File: src/rtl/dw_pkg.sv
package dw_pkg;

    typedef enum logic [3:0] {
        W_WAIT,
        W_FETCH,
        W_APP_RD,
        W_APP_OUT,
        W_DATA,
        W_BUF_RD,
        W_EMIT,
        W_FLUSH,
        W_WB
    } walk_st_e;

    // byte offsets inside one descriptor
    localparam int OFS_NEXT = 0;
    localparam int OFS_BUF  = 8;
    localparam int OFS_CTRL = 24;
    localparam int OFS_STAT = 28;
    localparam int OFS_APP  = 32;

    // control / status bit positions
    localparam int CTRL_EOF_BIT  = 26;
    localparam int CTRL_SOF_BIT  = 27;
    localparam int STAT_DONE_BIT = 31;

endpackage

File: src/rtl/dw_runstate.sv
module dw_runstate #(
    parameter int ADDR_W = 32
) (
    input  logic              clk,
    input  logic              rst_n,
    input  logic              run_en,
    input  logic              tail_ld,
    input  logic [ADDR_W-1:0] tail_val,
    input  logic              set_halt,
    input  logic              set_idle,
    output logic              halted,
    output logic              idle,
    output logic              go,
    output logic [ADDR_W-1:0] tail_ptr
);

    typedef struct packed {
        logic              run;
        logic              halted;
        logic              idle;
        logic [ADDR_W-1:0] tail;
    } rs_t;

    rs_t rs_d, rs_q;

    always_comb begin
        rs_d     = rs_q;
        rs_d.run = run_en;
        if (set_halt) rs_d.halted = 1'b1;
        if (set_idle) rs_d.idle   = 1'b1;
        if (run_en && !rs_q.run) begin
            rs_d.halted = 1'b0;
            rs_d.idle   = 1'b0;
        end
        if (tail_ld) begin
            rs_d.tail = tail_val;
            rs_d.idle = 1'b0;
        end
    end

    always_ff @(posedge clk) begin
        if (!rst_n) begin
            rs_q.run    <= 1'b0;
            rs_q.halted <= 1'b1;
            rs_q.idle   <= 1'b1;
            rs_q.tail   <= '0;
        end else begin
            rs_q <= rs_d;
        end
    end

    assign halted   = rs_q.halted;
    assign idle     = rs_q.idle;
    assign tail_ptr = rs_q.tail;
    assign go       = run_en && !rs_q.halted && !rs_q.idle;

    AST_TAIL_WAKES: assert property (@(posedge clk) disable iff (!rst_n)
        tail_ld |=> !idle);
    AST_RUN_RISE_CLEARS: assert property (@(posedge clk) disable iff (!rst_n)
        (run_en && !rs_q.run) |=> !halted);

endmodule

File: src/rtl/dw_packer.sv
module dw_packer #(
    parameter int BYTES = 4,
    localparam int WORD_W = BYTES * 8,
    localparam int CNT_W  = $clog2(2 * BYTES)
) (
    input  logic              clk,
    input  logic              rst_n,
    input  logic              clr,
    input  logic              push,
    input  logic [WORD_W-1:0] push_word,
    input  logic [CNT_W-1:0]  push_n,
    input  logic              pop,
    output logic [CNT_W-1:0]  cnt,
    output logic [WORD_W-1:0] out_word,
    output logic [BYTES-1:0]  out_keep
);

    localparam int HOLD_W = 2 * WORD_W;

    typedef struct packed {
        logic [HOLD_W-1:0] data;
        logic [CNT_W-1:0]  cnt;
    } pk_t;

    pk_t pk_d, pk_q;
    logic [WORD_W-1:0] masked;

    always_comb begin
        masked = '0;
        for (int i = 0; i < BYTES; i++) begin
            if (CNT_W'(i) < push_n) masked[i*8 +: 8] = push_word[i*8 +: 8];
        end
    end

    always_comb begin
        pk_d = pk_q;
        if (clr) begin
            pk_d.data = '0;
            pk_d.cnt  = '0;
        end else if (pop) begin
            pk_d.data = pk_q.data >> WORD_W;
            pk_d.cnt  = (pk_q.cnt >= CNT_W'(BYTES)) ? pk_q.cnt - CNT_W'(BYTES) : '0;
        end else if (push) begin
            pk_d.data = pk_q.data | (HOLD_W'(masked) << (pk_q.cnt * 8));
            pk_d.cnt  = pk_q.cnt + push_n;
        end
    end

    always_ff @(posedge clk) begin
        if (!rst_n) begin
            pk_q <= '0;
        end else begin
            pk_q <= pk_d;
        end
    end

    for (genvar g = 0; g < BYTES; g++) begin : g_keep
        assign out_keep[g] = (pk_q.cnt > CNT_W'(g));
    end

    assign cnt      = pk_q.cnt;
    assign out_word = pk_q.data[WORD_W-1:0];

    AST_PACK_ROOM: assert property (@(posedge clk) disable iff (!rst_n)
        push |-> (pk_q.cnt < CNT_W'(BYTES)));

endmodule

File: src/rtl/dw_desc_walker.sv
module dw_desc_walker
    import dw_pkg::*;
#(
    parameter int ADDR_W    = 32,
    parameter int LEN_W     = 23,
    parameter int APP_WORDS = 5,
    parameter int WORD_W    = 32
) (
    input  logic              clk,
    input  logic              rst_n,
    input  logic              run_en,
    input  logic              cur_ld,
    input  logic [ADDR_W-1:0] cur_val,
    input  logic              tail_ld,
    input  logic [ADDR_W-1:0] tail_val,
    output logic              mem_req,
    output logic              mem_we,
    output logic [ADDR_W-1:0] mem_addr,
    output logic [WORD_W-1:0] mem_wdata,
    input  logic              mem_ack,
    input  logic [WORD_W-1:0] mem_rdata,
    output logic              m_tvalid,
    input  logic              m_tready,
    output logic [WORD_W-1:0] m_tdata,
    output logic [WORD_W/8-1:0] m_tkeep,
    output logic              m_tlast,
    output logic              c_tvalid,
    input  logic              c_tready,
    output logic [WORD_W-1:0] c_tdata,
    output logic              c_tlast,
    output logic              halted,
    output logic              idle,
    output logic              frame_done
);

    localparam int BYTES = WORD_W / 8;
    localparam int CNT_W = $clog2(2 * BYTES);
    localparam int IDX_W = (APP_WORDS > 4) ? $clog2(APP_WORDS) : 2;

    typedef struct packed {
        walk_st_e          st;
        logic [IDX_W-1:0]  idx;
        logic [ADDR_W-1:0] cur;
        logic [ADDR_W-1:0] nxt;
        logic [ADDR_W-1:0] bufp;
        logic [LEN_W-1:0]  len;
        logic [LEN_W-1:0]  rem;
        logic              sof;
        logic              eof;
        logic [WORD_W-1:0] app;
    } walk_t;

    walk_t w_d, w_q;

    logic              go, set_halt, set_idle;
    logic [ADDR_W-1:0] tail_ptr;
    logic              pk_clr, pk_push, pk_pop;
    logic [CNT_W-1:0]  push_n, pk_cnt;
    logic [WORD_W-1:0] pk_word;
    logic [BYTES-1:0]  pk_keep;

    // fetch order: status first so a consumed descriptor stops early
    function automatic logic [ADDR_W-1:0] fetch_ofs(input logic [IDX_W-1:0] i);
        case (i)
            IDX_W'(0): fetch_ofs = ADDR_W'(OFS_STAT);
            IDX_W'(1): fetch_ofs = ADDR_W'(OFS_CTRL);
            IDX_W'(2): fetch_ofs = ADDR_W'(OFS_NEXT);
            default:   fetch_ofs = ADDR_W'(OFS_BUF);
        endcase
    endfunction

    dw_runstate #(.ADDR_W(ADDR_W)) u_runstate (
        .clk      (clk),
        .rst_n    (rst_n),
        .run_en   (run_en),
        .tail_ld  (tail_ld),
        .tail_val (tail_val),
        .set_halt (set_halt),
        .set_idle (set_idle),
        .halted   (halted),
        .idle     (idle),
        .go       (go),
        .tail_ptr (tail_ptr)
    );

    dw_packer #(.BYTES(BYTES)) u_packer (
        .clk       (clk),
        .rst_n     (rst_n),
        .clr       (pk_clr),
        .push      (pk_push),
        .push_word (mem_rdata),
        .push_n    (push_n),
        .pop       (pk_pop),
        .cnt       (pk_cnt),
        .out_word  (pk_word),
        .out_keep  (pk_keep)
    );

    always_comb begin
        w_d        = w_q;
        set_halt   = 1'b0;
        set_idle   = 1'b0;
        pk_clr     = 1'b0;
        pk_push    = 1'b0;
        pk_pop     = 1'b0;
        mem_req    = 1'b0;
        mem_we     = 1'b0;
        mem_addr   = w_q.cur;
        mem_wdata  = '0;
        m_tvalid   = 1'b0;
        m_tlast    = 1'b0;
        m_tkeep    = '1;
        c_tvalid   = 1'b0;
        c_tlast    = 1'b0;
        frame_done = 1'b0;
        push_n     = (w_q.rem >= LEN_W'(BYTES)) ? CNT_W'(BYTES) : CNT_W'(w_q.rem);

        unique case (w_q.st)
            W_WAIT: begin
                if (cur_ld) begin
                    w_d.cur = cur_val;
                end else if (go) begin
                    w_d.st  = W_FETCH;
                    w_d.idx = '0;
                end
            end

            W_FETCH: begin
                mem_req  = 1'b1;
                mem_addr = w_q.cur + fetch_ofs(w_q.idx);
                if (mem_ack) begin
                    w_d.idx = w_q.idx + IDX_W'(1);
                    case (w_q.idx)
                        IDX_W'(0): begin
                            if (mem_rdata[STAT_DONE_BIT]) begin
                                set_halt = 1'b1;
                                w_d.st   = W_WAIT;
                            end
                        end
                        IDX_W'(1): begin
                            w_d.len = mem_rdata[LEN_W-1:0];
                            w_d.rem = mem_rdata[LEN_W-1:0];
                            w_d.sof = mem_rdata[CTRL_SOF_BIT];
                            w_d.eof = mem_rdata[CTRL_EOF_BIT];
                        end
                        IDX_W'(2): w_d.nxt = mem_rdata[ADDR_W-1:0];
                        default: begin
                            w_d.bufp = mem_rdata[ADDR_W-1:0];
                            w_d.idx  = '0;
                            if (w_q.sof) begin
                                pk_clr = 1'b1;
                                w_d.st = W_APP_RD;
                            end else begin
                                w_d.st = W_DATA;
                            end
                        end
                    endcase
                end
            end

            W_APP_RD: begin
                mem_req  = 1'b1;
                mem_addr = w_q.cur + ADDR_W'(OFS_APP) + (ADDR_W'(w_q.idx) << 2);
                if (mem_ack) begin
                    w_d.app = mem_rdata;
                    w_d.st  = W_APP_OUT;
                end
            end

            W_APP_OUT: begin
                c_tvalid = 1'b1;
                c_tlast  = (w_q.idx == IDX_W'(APP_WORDS - 1));
                if (c_tready) begin
                    if (c_tlast) begin
                        w_d.st = W_DATA;
                    end else begin
                        w_d.idx = w_q.idx + IDX_W'(1);
                        w_d.st  = W_APP_RD;
                    end
                end
            end

            W_DATA: begin
                if (pk_cnt >= CNT_W'(BYTES))           w_d.st = W_EMIT;
                else if (w_q.rem != '0)                w_d.st = W_BUF_RD;
                else if (w_q.eof && pk_cnt != '0)      w_d.st = W_FLUSH;
                else                                   w_d.st = W_WB;
            end

            W_BUF_RD: begin
                mem_req  = 1'b1;
                mem_addr = w_q.bufp;
                if (mem_ack) begin
                    pk_push  = 1'b1;
                    w_d.rem  = w_q.rem - LEN_W'(push_n);
                    w_d.bufp = w_q.bufp + ADDR_W'(BYTES);
                    w_d.st   = W_DATA;
                end
            end

            W_EMIT: begin
                m_tvalid = 1'b1;
                m_tlast  = w_q.eof && (w_q.rem == '0) && (pk_cnt == CNT_W'(BYTES));
                if (m_tready) begin
                    pk_pop = 1'b1;
                    w_d.st = W_DATA;
                end
            end

            W_FLUSH: begin
                m_tvalid = 1'b1;
                m_tlast  = 1'b1;
                m_tkeep  = pk_keep;
                if (m_tready) begin
                    pk_pop = 1'b1;
                    w_d.st = W_WB;
                end
            end

            W_WB: begin
                mem_req  = 1'b1;
                mem_we   = 1'b1;
                mem_addr = w_q.cur + ADDR_W'(OFS_STAT);
                mem_wdata[LEN_W-1:0]     = w_q.len;
                mem_wdata[STAT_DONE_BIT] = 1'b1;
                if (mem_ack) begin
                    frame_done = w_q.eof;
                    set_idle   = (w_q.cur == tail_ptr);
                    w_d.cur    = w_q.nxt;
                    w_d.st     = W_WAIT;
                end
            end

            default: w_d.st = W_WAIT;
        endcase
    end

    always_ff @(posedge clk) begin
        if (!rst_n) begin
            w_q    <= '0;
            w_q.st <= W_WAIT;
        end else begin
            w_q <= w_d;
        end
    end

    assign m_tdata = pk_word;
    assign c_tdata = w_q.app;

    AST_REQ_HOLD: assert property (@(posedge clk) disable iff (!rst_n)
        (mem_req && !mem_ack) |=> (mem_req && $stable(mem_addr) && $stable(mem_we)
                                   && $stable(mem_wdata)));
    AST_DATA_HOLD: assert property (@(posedge clk) disable iff (!rst_n)
        (m_tvalid && !m_tready) |=> (m_tvalid && $stable(m_tdata)
                                     && $stable(m_tkeep) && $stable(m_tlast)));
    AST_SIDE_HOLD: assert property (@(posedge clk) disable iff (!rst_n)
        (c_tvalid && !c_tready) |=> (c_tvalid && $stable(c_tdata) && $stable(c_tlast)));
    AST_HALT_QUIET: assert property (@(posedge clk) disable iff (!rst_n)
        halted |-> (!mem_req && !m_tvalid && !c_tvalid));
    AST_DONE_PULSE: assert property (@(posedge clk) disable iff (!rst_n)
        frame_done |=> !frame_done);
    AST_KEEP_LOW: assert property (@(posedge clk) disable iff (!rst_n)
        m_tvalid |-> ((m_tkeep != '0) && (((m_tkeep + 1'b1) & m_tkeep) == '0)));
    AST_PARTIAL_LAST: assert property (@(posedge clk) disable iff (!rst_n)
        (m_tvalid && !(&m_tkeep)) |-> m_tlast);

endmodule

File: config.mk
export PLATFORM = sky130hd
export DESIGN_NAME = dw_desc_walker
export DESIGN_NICKNAME = d
export VERILOG_FILES = /design/src/rtl/dw_pkg.sv /design/src/rtl/dw_runstate.sv /design/src/rtl/dw_packer.sv /design/src/rtl/dw_desc_walker.sv
export SDC_FILE = /design/constraint.sdc
export NUM_CORES = 1
export LEC_CHECK = 0
export BUFFER_PORTS_ARGS = -buffer_cell sky130_fd_sc_hd__buf_2
export CAP_MARGIN = 20
export CORE_MARGIN = 4
export CORE_UTILIZATION = 55
export DETAILED_ROUTE_END_ITERATION = 10
export MAX_ROUTING_LAYER = met4
export PLACE_DENSITY = 0.77
export RECOVER_POWER = 50
export SLEW_MARGIN = 20
export SYNTH_ARGS = -nofsm -noshare
export SYNTH_HDL_FRONTEND = slang
export SYNTH_HIERARCHICAL = 1
export SYNTH_SLANG_ARGS = --single-unit
File: constraint.sdc
create_clock -name clk -period 4.87 [get_ports clk]
set_input_delay 0.7305 -clock clk [delete_from_list [all_inputs] [get_ports clk]]
set_output_delay 0.7305 -clock clk [all_outputs]
set_load 0.005 [all_outputs]
Word level (Yosys, flattened, before mapping)
Cells that the tools add are included.
{"block": "totals", "ff_bits": 285, "word_cells": 170}
{"block": "op_classes", "n_addsub": 9, "magnitude_cmp": 10, "n_eq_ne": 28, "shifts": 1, "n_mux": 69, "bitwise": 2, "reduce_logical": 34}
{"op": "32-bit two-way mux", "n": 5}
{"op": "32-bit case mux with 2 select lines", "n": 2}
{"op": "32-bit case mux with 4 select lines", "n": 1}
{"op": "80-bit two-way mux", "n": 1}
{"op": "35-bit two-way mux", "n": 2}
{"op": "64-bit bitwise OR", "n": 1}
{"op": "32-bit by 6-bit << shifter with 64-bit output", "n": 1}
{"op": "48-bit two-way mux", "n": 1}
{"op": "23-bit two-way mux", "n": 2}
{"op": "23-bit case mux with 2 select lines", "n": 1}
{"op": "4-bit two-way mux", "n": 10}
{"op": "4-bit case mux with 9 select lines", "n": 1}
{"op": "33-bit two-way mux", "n": 1}
{"op": "32-bit by 3-bit adder with 32-bit output (second input constant)", "n": 1}
{"op": "32-bit adder", "n": 1}
{"op": "32-bit by 5-bit adder with 32-bit output", "n": 1}
{"op": "32-bit by 5-bit adder with 32-bit output (second input constant)", "n": 1}
{"op": "32-bit by 6-bit adder with 32-bit output (second input constant)", "n": 1}
{"op": "32-bit equality test", "n": 1}
{"op": "8-bit two-way mux", "n": 4}
{"op": "7-bit two-way mux", "n": 4}
{"op": "2-bit inequality test (second input constant)", "n": 13}
{"op": "23-bit by 3-bit greater-or-equal comparator with 1-bit output (second input constant)", "n": 1}
{"op": "23-bit zero test", "n": 1}
{"op": "41 further kinds", "n": 95}

Logic depth before layout (Yosys ltp)
Gate-level depths: netlist (run 1).
{"block": "logic_depth", "word_depth": 8, "ltp_mapped": 15}

Hierarchy
The synthesis (run 1) kept the hierarchy.
{"mod": "dw_desc_walker", "instances": 1, "cells_each": 1537, "area_per_inst_um2": 11538.6, "seq_area_each_um2": 3663.5}
{"mod": "dw_packer", "instances": 1, "cells_each": 464, "area_per_inst_um2": 3951.3, "seq_area_each_um2": 1341.3}
{"mod": "dw_runstate", "instances": 1, "cells_each": 145, "area_per_inst_um2": 1584.0, "seq_area_each_um2": 700.7}

Worst setup path before layout (run 1)
Ideal clock, no wire load.
{"block": "synth_path", "path_type": "reg2out", "from": "register w_q[181] (netlist name)", "to": "output port mem_addr[26]", "t_arrival_ps": 3613, "required_time_ps": 4140, "path_slack_ps": 526, "path_stages_with_launch": 16, "n_path_buf": 4, "path_cell_list": "dfxtp_1 -> buf_2 -> buf_2 -> nor3_1 -> and2_1 -> buf_4 -> buf_4 -> or2_2 -> ha_1 -> inv_1 -> fa_1 -> nand2b_1 -> a21oi_2 -> a31oi_1 -> or4_1 -> a221o_1"}
{"block": "synth_between", "elab_chain_cells": 2, "elab_cells_between_ends": 5, "cone_classes": "eq/ne: 4; mux: 1"}
{"item": "start: declaration", "line_no": "dw_desc_walker.sv:53", "text": "walk_t w_d, w_q;"}
{"item": "start signal: assignment", "line_no": "dw_desc_walker.sv:243", "text": "w_q <= w_d;"}
{"item": "4-bit equality test (tied with other cells)", "line_no": "dw_desc_walker.sv:118", "text": "unique case (w_q.st)"}
{"item": "32-bit case mux with 4 select lines *", "line_no": "dw_desc_walker.sv:118"}
{"item": "end: declaration", "line_no": "dw_desc_walker.sv:18", "text": "output logic [ADDR_W-1:0] mem_addr,"}
Every way passes the cells marked *; elsewhere a longest branch is shown, timed or not.

Final worst setup path (run 1)
{"block": "layout_path", "from": "register w_q[176] (netlist name)", "to": "output port mem_addr[10]"}
{"block": "layout_between", "elab_chain_cells": 5, "elab_cells_between_ends": 8, "cone_classes": "add/sub: 2; eq/ne: 2; mux: 3; reduce/logical: 1"}
{"item": "3-bit by 2-bit equality test with 1-bit output (tied with other cells)", "line_no": "dw_desc_walker.sv:64", "text": "case (i)"}
{"item": "5-bit case mux with 3 select lines", "line_no": "dw_desc_walker.sv:64"}
{"item": "32-bit two-way mux", "line_no": "dw_desc_walker.sv:118"}
{"item": "32-bit adder", "line_no": "dw_desc_walker.sv:130", "text": "mem_addr = w_q.cur + fetch_ofs(w_q.idx);"}
{"item": "32-bit case mux with 4 select lines *", "line_no": "dw_desc_walker.sv:118"}
Every way passes the cells marked *; elsewhere a longest branch is shown, timed or not. The select of a mux whose other input is x is not followed.

==> impl_metrics.env, run 1 <==
export IMPL_status="complete, but fails checks"
export IMPL_failed_checks="capacitance limit, slew limit"
export IMPL_post_route_drc_count=0
export IMPL_max_stage_delay_ns=0.67
export IMPL_detailed_place_hpwl_mm=42.0
export IMPL_crit_chain="inv_1, ha_2, nor2b_2, or2_2, ha_1, inv_1, fa_1, nand2b_1, a21oi_2, buf_4, a22oi_2, o311ai_0, buf_2"
export IMPL_synth_seq_cells=285
export IMPL_cp_arrival_ns=3.98
export IMPL_portBuffers=236
export IMPL_hp_class="input pin to flip-flop"
export IMPL_final_layout_size_suffix_gt1_share_pct=14.6
export IMPL_worstHoldStart="run_en"
export IMPL_crit_fanout=9
export IMPL_drv_cap=2
export IMPL_die_w_um=184
export IMPL_crit_slowest_cell="o311ai_0"
export IMPL_grt_overflow=0
export IMPL_syn_avg_cell_area_sq_um=7.96
export IMPL_start_util_pct=55.8
export IMPL_ys_flop_type="dfxtp_1"
export IMPL_post_route_util_pct=60.4
export IMPL_clock_sinks=285
export IMPL_finalHoldViolCount=0
export IMPL_routed_wl_mm=62.1
export IMPL_clock_path_buffers=3
export IMPL_finalCriticalPeriod_ns=4.71
export IMPL_synth_edf_count=0
export IMPL_worstPathRequired_ns=4.14
export IMPL_cts_buffers=31
export IMPL_worst_setup_path_end_kind="output port"
export IMPL_final_max_slew_viol_count=68
export IMPL_grt_max_degree=103
export IMPL_dr_pass1_iters=7
export IMPL_crit_top_cell="inv_1"
export IMPL_ys_seq_area_share_pct=33.4
export IMPL_finalClockSkew_ns=0.0134
export IMPL_start_kind="flip-flop"
export IMPL_syn_inst=2146
export IMPL_num_vias=17300
export IMPL_vias_per_cell=6.64
export IMPL_gp_congestion=1.00
export IMPL_tightestPinTransition_ns=2.54
export IMPL_yosysUniqueCellTypes=99
export IMPL_power_density_nw_per_um2=377
export IMPL_io_pin_count=245
export IMPL_cts_root_buffer="clkbuf_16"
export IMPL_rows=64
export IMPL_r2r_start="w_q[179]$_SDFFE_PN0P_"
export IMPL_leakagePower_nw=6.90
export IMPL_slew_headroom_pct=-69.0
export IMPL_nets=2300
export IMPL_clk_pin_slew_worst_paths_ns=0.06
export IMPL_grt_util_met2_pct=52.4
export IMPL_wl_per_cell_um=23.9
export IMPL_fmax_mhz=212
export IMPL_area_growth_pct=8.27
export IMPL_p_total_mw=6.97
export IMPL_h_tree_depth=1
export IMPL_ir_worst_vdd_uv=278
export IMPL_crit_buf_inv=4
export IMPL_startpoint="w_q[176]$_SDFFE_PN0P_"
export IMPL_tritoncts="done"
export IMPL_path_class="flip-flop to output port"
export IMPL_grt_pass1_vias=15900
export IMPL_ys_warn_count=6
export IMPL_grt_busiest_layer="met2"
export IMPL_grtUsageMet1_pct=47.9
export IMPL_setup_slack_ns=0.163
export IMPL_dieArea_sq_um=33900
export IMPL_setup_tns_ns=0
export IMPL_async_flop_share_pct=0
export IMPL_global_route_usage_total_pct=35.6
export IMPL_grt_pass1_wl_mm=93.1
export IMPL_gr_usage_met3_pct=6.91
export IMPL_clk_latency_ns=0.58
export IMPL_finalSetupViolCount=0
export IMPL_post_route_period_util_pct=96.7
export IMPL_drt_iter0_drc=2616
export IMPL_ant_nets=0
export IMPL_syn_area_sq_um=17100
export IMPL_post_place_ws_ns=0.579
export IMPL_antenna_found_initial=1
export IMPL_crit_family="compound AO/OA/AOI/OAI gates"
export IMPL_core_area_sq_um=30600
export IMPL_die_y_um=184
==> placed cells by master, fill, tap and decap left out, drive strengths merged, types with 13 or more instances in the layout <==
master | Yosys | routed
o21a | 15 | 15
inv | 24 | 25
a21oi | 219 | 219
nand4 | 30 | 30
nor4 | 31 | 31
or4 | 13 | 13
nor2 | 107 | 107
dfxtp | 285 | 285
a211oi | 44 | 44
a31oi | 21 | 21
nand2 | 323 | 323
o311ai | 17 | 17
nor2b | 42 | 42
a22oi | 18 | 18
o21ai | 81 | 81
mux2i | 106 | 106
nand3 | 60 | 60
o211ai | 26 | 26
nor3 | 28 | 28
ha | 14 | 14
clkbuf | 100 | 110
o22ai | 39 | 39
xor2 | 50 | 50
and3 | 45 | 45
buf | 183 | 208
nand2b | 16 | 16
==> cells by family (layout without fill, tap and decap cells) <==
kind of cell | after synthesis | count (layout) | synth area share [%]
buffers and inverters | 307 | 356 | 10.2
adder cells (fa/ha/maj) | 17 | 17 | 1.38
multiplexers | 109 | 109 | 6.41
flip-flops | 285 | 285 | 33.4
other | 2 | 11 | 0.0440
AO/OA/AOI/OAI | 595 | 595 | 22.5
AND/OR/NAND/NOR | 776 | 776 | 23.2
XOR/XNOR | 55 | 55 | 2.82
==> stage by stage <==
stage | hold WS (ns) | instance area (sq um) | instances
2_1_floorplan | 0.427 | 17100 | 2154
3_3_place_gp | 0.435 | 17500 | 2540
3_5_place_dp | 0.442 | 17500 | 2540
4_1_cts | 0.361 | 18500 | 2597
5_1_grt | 0.388 | 18500 | 2600
6_report | 0.375 | 18500 | 2600
==> metal layers <==
| layer | routed length (um) | vias up | share of wire (%) |
|---|---|---|---|
| met5 | 0 | - | 0 |
| met4 | 3200 | 0 | 5.2 |
| met3 | 7610 | 219 | 12 |
| met2 | 27000 | 1168 | 44 |
| met1 | 24300 | 8166 | 39 |
| li1 | - | 7720 | - |
==> power by group <==
part,total [mW],internal (mW),switching [mW]
logic,1.69,0.623,1.06
registers,2.79,2.46,0.334
clock network,2.49,1.49,1.00
==> final timing paths <==
path                                        endpoint  slack [ns]  cells past startpoint
setup / recovery                        mem_addr[10]        0.16                     13
hold / removal        u_runstate/rs_q[34]$_SDFF_PN0_        0.37                      2
hold reg to reg                 w_q[77]$_SDFFE_PN0P_        0.45                      2
setup reg to reg  u_packer/out_word[20]$_SDFFE_PP0P_        0.87                      7
==> repair_timing <==
action                                  in CTS  in global routing
endpoints found under the setup margin       1                 18
endpoints found under the hold margin        0                  0
resized for setup                            1                  9
setup buffers                                0                  2
hold buffers                                 0                  0
==> Yosys cell counts (24+ instances only) <==
| cell type | number | share of area, % |
|---|---|---|
| nor4_1 | 25 | 0.92 |
| buf_4 | 113 | 5.0 |
| mux2i_1 | 106 | 6.2 |
| nor2_1 | 106 | 2.3 |
| nand2_1 | 322 | 7.1 |
| and3_1 | 45 | 1.6 |
| clkbuf_1 | 97 | 2.1 |
| o21ai_0 | 65 | 1.9 |
| nand4_1 | 29 | 1.1 |
| nand3_1 | 60 | 1.8 |
| nor3_1 | 24 | 0.70 |
| xor2_1 | 50 | 2.6 |
| a21oi_1 | 218 | 6.4 |
| nor2b_1 | 42 | 1.5 |
| dfxtp_1 | 285 | 33 |
| o22ai_1 | 39 | 1.4 |
| a211oi_1 | 44 | 1.9 |
| o211ai_1 | 26 | 1.1 |
| buf_2 | 45 | 1.3 |
==> state kept, by name, summed over array words and instances, names as in the netlist <==
| name | cells |
|---|---|
| c_tdata | 32 |
| u_packer/cnt | 3 |
| u_packer/out_word | 32 |
| u_packer/pk_q | 32 |
| u_runstate/halted | 1 |
| u_runstate/idle | 1 |
| u_runstate/rs_q | 1 |
| u_runstate/tail_ptr | 32 |
| w_q | 151 |
==> layout make-up <==
type | instances | area, sq um
Sequential cell | 285 | 5710
Inverter | 24 | 92.6
Fill cell | 2790 | 12100
Clock inverter | 14 | 191
Multi-Input combinational cell | 1562 | 9710
Timing Repair Buffer | 275 | 1390
Clock buffer | 43 | 891
Antenna cell | 1 | 2.50
Tap cell | 396 | 495
Power figures use the tool's default switching activity.
==> run 2: changes to the inputs <==
CAP_MARGIN = unset   (was 20)
CTS_BUF_LIST = sky130_fd_sc_hd__clkbuf_4 sky130_fd_sc_hd__clkbuf_8   (was unset)
==> impl_metrics.env, run 2 (same netlist as run 1, synthesis figures left out) <==
export IMPL_status="complete, but fails checks"
export IMPL_failed_checks="capacitance limit, slew limit"
export IMPL_final_max_slew_viol_count=68
export IMPL_die_w_um=184
export IMPL_layout_common_cells="321 x nand2_1, 283 x dfxtp_1, 218 x a21oi_1"
export IMPL_instances_no_fill=2627
export IMPL_ir_worst_vdd_uv=190
export IMPL_cp_arrival_ns=3.94
export IMPL_drt_iter0_drc=2794
export IMPL_dieArea_sq_um=33900
export IMPL_crit_fanout=9
export IMPL_h_tree_depth=2
export IMPL_hold_worst_slack_ns=0.392
export IMPL_grt_pass1_wl_mm=93.2
export IMPL_rsz0062_at_grt="false"
export IMPL_cts_root_buffer="clkbuf_8"
export IMPL_post_route_drc_count=0
export IMPL_cts_hold_buf=0
export IMPL_worst_setup_path_end_kind="output port"
export IMPL_global_route_usage_total_pct=35.8
export IMPL_area_growth_pct=8.04
export IMPL_core_area_sq_um=30600
export IMPL_vias_per_cell=6.57
export IMPL_finalSetupViolCount=0
export IMPL_power_density_nw_per_um2=369
export IMPL_gp_congestion=1.00
export IMPL_start_util_pct=55.8
export IMPL_io_pin_count=245
export IMPL_tritoncts="done"
export IMPL_num_vias=17300
export IMPL_grt_overflow=0
export IMPL_setup_slack_ns=0.196
export IMPL_portBuffers=236
export IMPL_finish_instance_area_sq_um=18400
export IMPL_antenna_found_initial=2
export IMPL_hp_class="input pin to flip-flop"
export IMPL_slew_headroom_pct=-68.9
export IMPL_finalHoldViolCount=0
export IMPL_setup_tns_ns=0
export IMPL_detailed_place_hpwl_mm=42.0
export IMPL_clk_latency_ns=0.58
export IMPL_rows=64
export IMPL_fmax_mhz=214
export IMPL_post_route_period_util_pct=96.0
export IMPL_grt_max_degree=103
export IMPL_routed_wl_mm=62.0
export IMPL_drv_cap=2
export IMPL_die_y_um=184
export IMPL_cts_buffers=48
export IMPL_fill_cells=2815
export IMPL_p_total_mw=6.80
export IMPL_largest_register_ffs=151
export IMPL_layout_commonest_cell="nand2_1"
export IMPL_leakagePower_nw=6.91
export IMPL_path_class="flip-flop to output port"
export IMPL_largest_register="w_q"
export IMPL_dr_pass1_iters=10
export IMPL_tightestPinTransition_ns=2.53
export IMPL_post_place_ws_ns=0.579
export IMPL_clk_pin_slew_worst_paths_ns=0.06
export IMPL_worstPathRequired_ns=4.14
export IMPL_reg2reg_depth=7
export IMPL_grt_pass1_vias=16000
export IMPL_clock_sinks=285
export IMPL_nets=2317
export IMPL_post_route_util_pct=60.3
export IMPL_finalClockSkew_ns=0.0282
export IMPL_place_inst=2540
export IMPL_start_kind="flip-flop"
export IMPL_wl_per_cell_um=23.6
export IMPL_final_layout_size_suffix_gt1_share_pct=15.8
export IMPL_finalCriticalPeriod_ns=4.67
export IMPL_placed_area_sq_um=17500
export IMPL_holdPathStages=2
export IMPL_ant_nets=0
export IMPL_clock_path_buffers=3
## run 2: worst paths after layout
kind / end / from / slack (ns)
min: u_runstate/rs_q[34]$_SDFF_PN0_ / run_en / 0.39
max: mem_addr[18] / w_q[177]$_SDFFE_PN0P_ / 0.20
max reg2reg: u_packer/out_word[30]$_SDFFE_PP0P_ / w_q[179]$_SDFFE_PN0P_ / 0.92
min reg2reg: w_q[77]$_SDFFE_PN0P_ / w_q[77]$_SDFFE_PN0P_ / 0.45
## run 2: worst max-delay path, stage by stage (launching register included)
cell	delay, ns
dfxtp_1	0.37
inv_1	0.13
ha_2	0.25
nor2b_2	0.21
or2_2	0.13
ha_1	0.20
inv_1	0.08
fa_1	0.39
nand2b_1	0.20
a21oi_2	0.18
buf_4	0.20
a22oi_2	0.13
or3_4	0.39
o311ai_2	0.33
buf_2	0.19
## run 2: what timing repair did
| item | in CTS | in global routing |
|---|---|---|
| buffers inserted | 0 | 2 |
| setup endpoints to repair | 1 | 18 |
| hold endpoints to repair | 0 | 0 |
| resized for setup | 1 | 9 |
| pin swaps | 0 | 0 |
## run 2: area by class of cell
class                      count  area, sq um  area share, %
inverter                      24         92.6          0.502
tap                          396          495           2.69
clock buffer                  75          932           5.05
timing repair buffer         275         1390           7.56
sequential                   285         5710           30.9
multi-input combinational   1562         9710           52.6
antenna                        3         7.51         0.0407
clock inverter                 7          105          0.570
## run 2: per-layer routing
layer	GRT usage [%]	up-vias	share of wire [%]
met5	-	-	0
met2	52.2	1145	44
met1	47.8	8144	39
met4	16.2	0	5.0
li1	-	7769	-
met3	7.36	213	12
## run 2: report_power, final
group	switching (mW)	internal, mW	total, mW
Sequential	0.335	2.46	2.80
Clock	0.998	1.32	2.32
Combinational	1.06	0.622	1.68
